$ cat config.mk
export PLATFORM = sky130hd
export DESIGN_NAME = osc_mode_ctrl
export DESIGN_NICKNAME = d
export VERILOG_FILES = /design/src/rtl/osc_ctrl_pkg.sv /design/src/rtl/osc_cmd_parser.sv /design/src/rtl/osc_cfg_regs.sv /design/src/rtl/osc_mode_fsm.sv /design/src/rtl/osc_mode_ctrl.sv
export SDC_FILE = /design/constraint.sdc
export NUM_CORES = 1
export LEC_CHECK = 0
export ABC_AREA = 1
export CAP_MARGIN = 40
export CORE_UTILIZATION = 38
export DETAILED_ROUTE_END_ITERATION = 8
export DONT_BUFFER_PORTS = 1
export PLACE_DENSITY = 0.64
export SYNTH_ARGS = -nofsm -noshare
export SYNTH_HDL_FRONTEND = slang
export SYNTH_SLANG_ARGS = --single-unit
$ cat constraint.sdc
create_clock -name clk -period 1.8 [get_ports clk]
set_input_delay 0.27 -clock clk [delete_from_list [all_inputs] [get_ports clk]]
set_output_delay 0.27 -clock clk [all_outputs]
set_load 0.05 [all_outputs]
$ cat src/rtl/osc_ctrl_pkg.sv
package osc_ctrl_pkg;

   typedef enum logic [2:0] {
      M_RUN   = 3'd0,
      M_DRAIN = 3'd1,
      M_SETUP = 3'd2,
      M_STOP  = 3'd3,
      M_DOZE  = 3'd4,
      M_SLEEP = 3'd5
   } mode_e;

   typedef enum logic [3:0] {
      OP_NOP,
      OP_RUN,
      OP_STOP,
      OP_DOZE,
      OP_SLEEP,
      OP_NEWF,
      OP_ORIGF,
      OP_OFFS,
      OP_DRV,
      OP_PJ,
      OP_BAD
   } op_e;

   function automatic op_e decode_op(input logic [7:0] code);
      case (code)
         8'h00:   return OP_NOP;
         8'h50:   return OP_RUN;
         8'h18:   return OP_STOP;
         8'h20:   return OP_DOZE;
         8'h30:   return OP_SLEEP;
         8'h0C:   return OP_NEWF;
         8'h10:   return OP_ORIGF;
         8'h3A:   return OP_OFFS;
         8'h41:   return OP_DRV;
         8'h49:   return OP_PJ;
         default: return OP_BAD;
      endcase
   endfunction

   function automatic logic [2:0] op_nargs(input op_e op);
      case (op)
         OP_NEWF: return 3'd4;
         OP_OFFS: return 3'd2;
         OP_DRV:  return 3'd1;
         OP_PJ:   return 3'd1;
         default: return 3'd0;
      endcase
   endfunction

endpackage

$ cat src/rtl/osc_cmd_parser.sv
module osc_cmd_parser
   import osc_ctrl_pkg::*;
#(
   parameter int unsigned MAX_ARGS = 4,
   localparam int unsigned ARG_W   = 8 * MAX_ARGS,
   localparam int unsigned CNT_W   = $clog2(MAX_ARGS + 1)
) (
   input  logic             clk,
   input  logic             rst_n,
   input  logic             deaf,
   input  logic             byte_valid,
   input  logic [7:0]       byte_data,
   input  logic             setup_seen,
   output logic             exec_valid,
   output op_e              exec_op,
   output logic [ARG_W-1:0] exec_arg,
   output logic             cmd_err
);

   initial begin
      assert (MAX_ARGS >= 4) else $error("osc_cmd_parser: MAX_ARGS must cover the longest command");
   end

   logic             busy;
   op_e              cur_op;
   logic [CNT_W-1:0] left;
   logic [ARG_W-1:0] shreg;
   op_e              byte_op;
   logic [CNT_W-1:0] byte_cnt;
   logic [ARG_W-1:0] sh_next;

   always_comb begin
      byte_op  = decode_op(byte_data);
      byte_cnt = CNT_W'(op_nargs(byte_op));
      sh_next  = {shreg[ARG_W-9:0], byte_data};
   end

   always_ff @(posedge clk or negedge rst_n) begin
      if (!rst_n) begin
         busy       <= 1'b0;
         cur_op     <= OP_NOP;
         left       <= '0;
         shreg      <= '0;
         exec_valid <= 1'b0;
         exec_op    <= OP_NOP;
         exec_arg   <= '0;
         cmd_err    <= 1'b0;
      end else begin
         exec_valid <= 1'b0;
         cmd_err    <= 1'b0;
         if (deaf) begin
            busy <= 1'b0;
            left <= '0;
         end else if (setup_seen) begin
            busy <= 1'b0;
            left <= '0;
         end else if (byte_valid) begin
            if (!busy) begin
               if (byte_op == OP_BAD) begin
                  cmd_err <= 1'b1;
               end else if (byte_cnt == '0) begin
                  exec_valid <= 1'b1;
                  exec_op    <= byte_op;
               end else begin
                  busy   <= 1'b1;
                  cur_op <= byte_op;
                  left   <= byte_cnt;
               end
            end else begin
               shreg <= sh_next;
               left  <= left - 1'b1;
               if (left == CNT_W'(1)) begin
                  busy       <= 1'b0;
                  exec_valid <= 1'b1;
                  exec_op    <= cur_op;
                  exec_arg   <= sh_next;
               end
            end
         end
      end
   end

   AST_EXEC_FROM_BYTE: assert property (@(posedge clk) disable iff (!rst_n)
      exec_valid |-> $past(byte_valid)) else $error("exec without byte");

   AST_DEAF_IN_SLEEP: assert property (@(posedge clk) disable iff (!rst_n)
      deaf |=> (!exec_valid && !cmd_err)) else $error("activity while deaf");

endmodule

$ cat src/rtl/osc_cfg_regs.sv
module osc_cfg_regs
   import osc_ctrl_pkg::*;
#(
   parameter int unsigned FREQ_W      = 32,
   parameter int unsigned OFS_W       = 16,
   parameter int unsigned DRV_W       = 8,
   parameter int unsigned ARG_W       = 32,
   parameter logic [FREQ_W-1:0] DEF_FREQ = '0,
   parameter logic [DRV_W-1:0]  DEF_DRV  = '0,
   parameter logic              DEF_PJ   = 1'b0,
   parameter bit          LIVE_OFFSET = 1'b1
) (
   input  logic              clk,
   input  logic              rst_n,
   input  logic              exec_valid,
   input  op_e               exec_op,
   input  logic [ARG_W-1:0]  exec_arg,
   input  logic              in_run,
   input  logic              apply_setup,
   input  logic              apply_resume,
   output logic [FREQ_W-1:0] base_freq,
   output logic [OFS_W-1:0]  freq_offset,
   output logic [DRV_W-1:0]  drive_sel,
   output logic              jitter_mode,
   output logic              freq_dirty
);

   initial begin
      assert (FREQ_W == ARG_W) else $error("osc_cfg_regs: base frequency must fill the argument");
      assert (OFS_W <= 16 && DRV_W <= 8) else $error("osc_cfg_regs: field wider than its argument");
   end

   logic [FREQ_W-1:0] pend_base;
   logic [OFS_W-1:0]  pend_off;
   logic              pend_pj;
   logic              live_wr;

   generate
      if (LIVE_OFFSET) begin : g_live
         assign live_wr = in_run;
      end else begin : g_defer
         assign live_wr = 1'b0;
      end
   endgenerate

   always_ff @(posedge clk or negedge rst_n) begin
      if (!rst_n) begin
         pend_base   <= DEF_FREQ;
         pend_off    <= '0;
         pend_pj     <= DEF_PJ;
         base_freq   <= DEF_FREQ;
         freq_offset <= '0;
         drive_sel   <= DEF_DRV;
         jitter_mode <= DEF_PJ;
         freq_dirty  <= 1'b0;
      end else begin
         if (apply_setup) begin
            base_freq   <= pend_base;
            freq_offset <= pend_off;
            jitter_mode <= pend_pj;
            freq_dirty  <= 1'b0;
         end else if (apply_resume) begin
            base_freq   <= pend_base;
            freq_offset <= pend_off;
         end
         if (exec_valid) begin
            case (exec_op)
               OP_NEWF: begin
                  pend_base  <= exec_arg[FREQ_W-1:0];
                  pend_off   <= '0;
                  freq_dirty <= 1'b1;
               end
               OP_ORIGF: begin
                  pend_base  <= DEF_FREQ;
                  pend_off   <= '0;
                  freq_dirty <= 1'b1;
               end
               OP_OFFS: begin
                  pend_off <= exec_arg[OFS_W-1:0];
                  if (live_wr) freq_offset <= exec_arg[OFS_W-1:0];
               end
               OP_DRV:  drive_sel <= exec_arg[DRV_W-1:0];
               OP_PJ:   pend_pj   <= exec_arg[0];
               default: ;
            endcase
         end
      end
   end

   AST_PJ_ONLY_AT_SETUP: assert property (@(posedge clk) disable iff (!rst_n)
      !apply_setup |=> $stable(jitter_mode)) else $error("jitter mode changed outside setup");

   AST_BASE_ONLY_ON_APPLY: assert property (@(posedge clk) disable iff (!rst_n)
      !(apply_setup || apply_resume) |=> $stable(base_freq)) else $error("base changed without apply");

endmodule

$ cat src/rtl/osc_mode_fsm.sv
module osc_mode_fsm
   import osc_ctrl_pkg::*;
(
   input  logic  clk,
   input  logic  rst_n,
   input  logic  exec_valid,
   input  op_e   exec_op,
   input  logic  freq_dirty,
   input  logic  period_done,
   input  logic  recal_ack,
   input  logic  line_edge,
   output mode_e mode,
   output logic  clk_en,
   output logic  drive_en,
   output logic  reso_en,
   output logic  core_en,
   output logic  recal_req,
   output logic  deaf,
   output logic  apply_setup,
   output logic  apply_resume
);

   mode_e state, nxt, target, nxt_tgt;

   always_comb begin
      nxt          = state;
      nxt_tgt      = target;
      apply_setup  = 1'b0;
      apply_resume = 1'b0;
      case (state)
         M_RUN: if (exec_valid) begin
            case (exec_op)
               OP_STOP:  begin nxt = M_DRAIN; nxt_tgt = M_STOP;  end
               OP_DOZE:  begin nxt = M_DRAIN; nxt_tgt = M_DOZE;  end
               OP_SLEEP: begin nxt = M_DRAIN; nxt_tgt = M_SLEEP; end
               OP_RUN, OP_NEWF, OP_ORIGF: begin
                  nxt     = M_DRAIN;
                  nxt_tgt = M_SETUP;
               end
               default: ;
            endcase
         end
         M_DRAIN: if (period_done) begin
            nxt         = target;
            apply_setup = (target == M_SETUP);
         end
         M_SETUP: if (recal_ack) nxt = M_RUN;
         M_STOP, M_DOZE: if (exec_valid) begin
            case (exec_op)
               OP_RUN: begin
                  if (freq_dirty) begin
                     nxt         = M_SETUP;
                     apply_setup = 1'b1;
                  end else begin
                     nxt          = M_RUN;
                     apply_resume = 1'b1;
                  end
               end
               OP_STOP:  nxt = M_STOP;
               OP_DOZE:  nxt = M_DOZE;
               OP_SLEEP: nxt = M_SLEEP;
               default: ;
            endcase
         end
         M_SLEEP: if (line_edge) begin
            nxt          = M_RUN;
            apply_resume = 1'b1;
         end
         default: nxt = M_RUN;
      endcase
   end

   always_ff @(posedge clk or negedge rst_n) begin
      if (!rst_n) begin
         state  <= M_RUN;
         target <= M_STOP;
      end else begin
         state  <= nxt;
         target <= nxt_tgt;
      end
   end

   always_comb begin
      mode      = state;
      clk_en    = (state == M_RUN);
      drive_en  = (state == M_RUN) || (state == M_DRAIN);
      reso_en   = (state != M_DOZE) && (state != M_SLEEP);
      core_en   = (state != M_SLEEP);
      recal_req = (state == M_SETUP);
      deaf      = (state == M_SLEEP);
   end

   AST_SETUP_EXITS_TO_RUN: assert property (@(posedge clk) disable iff (!rst_n)
      (state == M_SETUP) |=> (state == M_SETUP || state == M_RUN)) else $error("setup left to non-run");

   AST_TRISTATE_AT_BOUNDARY: assert property (@(posedge clk) disable iff (!rst_n)
      $fell(drive_en) |-> $past(period_done)) else $error("driver dropped mid-period");

   AST_CLK_RISE_CAUSE: assert property (@(posedge clk) disable iff (!rst_n)
      $rose(clk_en) |-> ($past(recal_ack) || $past(exec_valid) || $past(line_edge))) else $error("clock enable rose without cause");

   AST_SLEEP_WAKE: assert property (@(posedge clk) disable iff (!rst_n)
      (state == M_SLEEP && line_edge) |=> (state == M_RUN)) else $error("edge did not wake");

endmodule

$ cat src/rtl/osc_mode_ctrl.sv
module osc_mode_ctrl
   import osc_ctrl_pkg::*;
#(
   parameter int unsigned FREQ_W      = 32,
   parameter int unsigned OFS_W       = 16,
   parameter int unsigned DRV_W       = 8,
   parameter int unsigned MAX_ARGS    = 4,
   parameter logic [FREQ_W-1:0] DEF_FREQ = 32'h4BBE_BC20,
   parameter logic [DRV_W-1:0]  DEF_DRV  = 8'h03,
   parameter logic              DEF_PJ   = 1'b0,
   parameter bit          LIVE_OFFSET = 1'b1,
   localparam int unsigned ARG_W      = 8 * MAX_ARGS
) (
   input  logic              clk,
   input  logic              rst_n,
   input  logic              rx_valid,
   input  logic [7:0]        rx_byte,
   input  logic              rx_setup,
   input  logic              line_edge,
   input  logic              period_done,
   input  logic              recal_ack,
   output logic              clk_en,
   output logic              out_drive,
   output logic              reso_en,
   output logic              core_en,
   output logic              recal_req,
   output logic [2:0]        mode_code,
   output logic [FREQ_W-1:0] base_freq,
   output logic [OFS_W-1:0]  freq_offset,
   output logic [DRV_W-1:0]  drive_sel,
   output logic              jitter_mode,
   output logic              cmd_error
);

   logic             exec_valid;
   op_e              exec_op;
   logic [ARG_W-1:0] exec_arg;
   logic             deaf;
   logic             freq_dirty;
   logic             apply_setup;
   logic             apply_resume;
   mode_e            mode;

   osc_cmd_parser #(.MAX_ARGS(MAX_ARGS)) u_parser (
      .clk        (clk),
      .rst_n      (rst_n),
      .deaf       (deaf),
      .byte_valid (rx_valid),
      .byte_data  (rx_byte),
      .setup_seen (rx_setup),
      .exec_valid (exec_valid),
      .exec_op    (exec_op),
      .exec_arg   (exec_arg),
      .cmd_err    (cmd_error)
   );

   osc_cfg_regs #(
      .FREQ_W      (FREQ_W),
      .OFS_W       (OFS_W),
      .DRV_W       (DRV_W),
      .ARG_W       (ARG_W),
      .DEF_FREQ    (DEF_FREQ),
      .DEF_DRV     (DEF_DRV),
      .DEF_PJ      (DEF_PJ),
      .LIVE_OFFSET (LIVE_OFFSET)
   ) u_cfg (
      .clk          (clk),
      .rst_n        (rst_n),
      .exec_valid   (exec_valid),
      .exec_op      (exec_op),
      .exec_arg     (exec_arg),
      .in_run       (mode == M_RUN),
      .apply_setup  (apply_setup),
      .apply_resume (apply_resume),
      .base_freq    (base_freq),
      .freq_offset  (freq_offset),
      .drive_sel    (drive_sel),
      .jitter_mode  (jitter_mode),
      .freq_dirty   (freq_dirty)
   );

   osc_mode_fsm u_fsm (
      .clk          (clk),
      .rst_n        (rst_n),
      .exec_valid   (exec_valid),
      .exec_op      (exec_op),
      .freq_dirty   (freq_dirty),
      .period_done  (period_done),
      .recal_ack    (recal_ack),
      .line_edge    (line_edge),
      .mode         (mode),
      .clk_en       (clk_en),
      .drive_en     (out_drive),
      .reso_en      (reso_en),
      .core_en      (core_en),
      .recal_req    (recal_req),
      .deaf         (deaf),
      .apply_setup  (apply_setup),
      .apply_resume (apply_resume)
   );

   assign mode_code = mode;

endmodule

==> flow_summary_export.csv <==
group,metric,value,unit
clocking,cts_root_buffer,"clkbuf_16",
finish,most-common-layout-cells,"nand2_1, dfrtp_1, inv_1",
status,violations,"hold timing",
finish,area_growth,18.99,%
synthesis,ys_seq_elements,183,
floorplan,ios,81,
clocking,cts_buffers,17,
timing,finalSetupViolCount,0,
synthesis,synth_cell_types,32,
power,p_leak,4.278,nW
status,status,"complete, but fails checks",
synthesis,syn_area,7826,um2
timing,max_freq,0.5709,GHz
route,post_drt_via_cell_ratio,4.927,
synthesis,synth_fp_nets,897,
floorplan,die_h,145.5,um
placement,port_buffers,0,
global_route,antenna_found_initial,0,
timing,tightest_slew,0.5743,ns
critical_path,reg2reg_to,"u_cfg.freq_offset[7]",
critical_path,critPathMaxFanout,8,
synthesis,ys_warn_count,0,
power,total_power,12.25,mW
global_route,grt-ovfl-total,0,
critical_path,crit_type,"flop to flop",
timing,holdWs,-0.4506,ns
global_route,grt_pass1_wl,29180,um
placement,hpwl,12060,um
global_route,grt_pass1_vias,5646,
placement,dpl_worst_slack,0.01914,ns
finish,layout.cells.non_filler,1205,
global_route,grt_max_degree,184,
route,ant_nets,0,
critical_path,rrSetupSlack,0.05,ns
clocking,cts.htree.levels,4,
synthesis,yosys.area.top_type,"dfrtp_1",
route,routedWlPerCell,15.04,um
synthesis,synth.top_cell.area_share,0.4700,
finish,final_common_cell,"nand2_1",
power,vdd_ir_drop_max,0.4808,mV
timing,relSlewSlack,0.6167,
timing,maxSlewViolCount,0,
finish,drive_gt1_frac,0.1947,
route,route.final.wire_length,18120,um
critical_path,reg2regPathDepth,12,
timing,skew,0.01240,ns
clocking,cts_sinks,183,
placement,place_inst,1156,
clocking,insertion_delay,0.43,ns
floorplan,rows,52,
floorplan,die_area,21170,um2
route,via_count,5937,
critical_path,path_cells,"nor2_4, nand2_2, nor2_1, nand4_1, nand2_2, inv_2, nand2_4, buf_12, buf_4, nand2_1, nand3_1, nand2_1",
synthesis,synthTopCellsByArea,"dfrtp_1, dfstp_2, nand2_1",
route,drc,0,
floorplan,core,20230,um2
timing,period_minus_slack,1.752,ns
critical_path,cpPeakStageDelay,0.52,ns
flow_run,maxCapViolCount,0,
timing,fin_crit_sh,0.9731,
power,cellPowerDensity,1315,nW/um2
clocking,cts_buffer_depth,2,
floorplan,start_util,0.3868,
synthesis,ys_seq_area_frac,0.5909,
timing,rsz0062_at_grt,"yes",
route,drt_pass1_iterations,5,
clocking,cts_tree,"yes",
timing,hold_viol,183,
critical_path,r2r_start,"u_fsm.mode[2]",
timing,fin_ws,0.04845,ns
finish,final_util,0.4602,
finish,num_antenna_cells,0,
critical_path,endpoint_kind,"flop",
clocking,hold_buffers,5,
critical_path,crit_required,2.11,ns
placement,place.gp.congestion,0.8531,
critical_path,crit_path_top_delay_cell,"dfrtp_4",
clocking,clk_pin_slew_worst_paths,0.06,ns
finish,nets,939,
synthesis,syn_avg_cell_area,8.893,um2
floorplan,die_x,145.5,um
synthesis,synthCells,880,
critical_path,arrival,2.06,ns
hold_path,worstHoldPathType,"primary input to async pin",
route,drtIter0Drc,443,
critical_path,startpoint_type,"flop",
global_route,grt_use_total,0.1731,
==> worst max path at each step <==
stage	from	endpoint	slack, ns	depth (start not counted)
2_1_floorplan	u_fsm.mode[2]	u_cfg.base_freq[26]	-0.10	11
3_3_place_gp	u_fsm.mode[2]	u_cfg.base_freq[22]	0.09	11
3_5_place_dp	u_fsm.mode[2]	u_cfg.base_freq[18]	0.02	11
4_1_cts	u_fsm.mode[2]	clk_en	0.007	5
5_1_grt	u_fsm.mode[2]	u_cfg.base_freq[4]	-0.04	11
6_report	u_fsm.mode[2]	u_cfg.freq_offset[7]	0.05	12
==> cells by family (layout without fill, tap and decap cells) <==
logic type	after synthesis	in the layout	synth area share
DFF	183	183	0.5909
buffers and inverters	154	209	0.08169
and+or+nand+nor	359	359	0.1955
AOI/OAI and AO/OA	182	182	0.1287
adders and majority gates	2	2	0.003197
==> repair_timing <==
item	4_1_cts	5_1_grt
endpoints found under the setup margin	1	55
endpoints found under the hold margin	188	183
gates cloned	0	5
buffers inserted	2	5
pin swaps	1	5
resized for setup	7	32
==> worst max-delay path: cells and delay by family, from the launching register on <==
family        cells  cell delay (ns)
flops             1             0.52
buf+inv           3             0.34
simple gates      9             0.77
==> layer usage <==
metal	vias to the layer above	GRT usage	part of all wire	wire length (um)
met5	-	0	0	0
met4	0	0.04737	0.0089	162
met3	10	0.05172	0.059	1068
met2	128	0.2649	0.46	8388
met1	2872	0.2390	0.47	8504
li1	2927	-	-	-
==> report_power, final <==
part | internal [mW] | switching (mW)
combinational | 0.739 | 0.878
sequential | 4.86 | 2.27
clock | 1.82 | 1.69
total | 7.41 | 4.84
==> Yosys cell counts (all sizes together) <==
| master | number |
|---|---|
| o21bai | 1 |
| clkbuf | 14 |
| o211ai | 1 |
| inv | 116 |
| dfrtp | 147 |
| o21a | 2 |
| nand4 | 5 |
| o22ai | 37 |
| dfstp | 36 |
| clkinv | 1 |
| nor4 | 1 |
| nor2 | 62 |
| buf | 23 |
| ha | 2 |
| o21ai | 104 |
| a31oi | 2 |
| nand2 | 220 |
| nor3 | 3 |
| o32ai | 1 |
| nand3 | 51 |
| a21oi | 34 |
| nand3b | 17 |
==> cell type report <==
type	count	area, um2
repair inverters	1	5.005
flip-flops and latches	183	4632
repair buffers	59	650.6
clock buffers	19	432.9
multi-input cells	543	2700
well taps	270	337.8
inverters	117	445.4
fillers	1903	10920
clock inverters	13	108.9
==> per-stage QoR <==
step                      cell area [um2]  TNS, ns
after floorplan                      7876   -3.229
after global placement               8424        0
after detailed placement             8424        0
after CTS                            9057        0
after global routing                 9313  -0.1669
final                                9313        0
==> registers in the layout, indices dropped and copies added, names as in the netlist, 4 cells and up <==
register and count:
u_cfg.drive_sel 8, u_parser.cur_op 4, u_cfg.freq_offset 16, u_parser.shreg 24, u_cfg.pend_off 16, u_parser.exec_arg 32
u_cfg.pend_base 32, u_parser.exec_op 4, u_cfg.base_freq 32
Note: power is estimated with default switching activity, not from simulation.
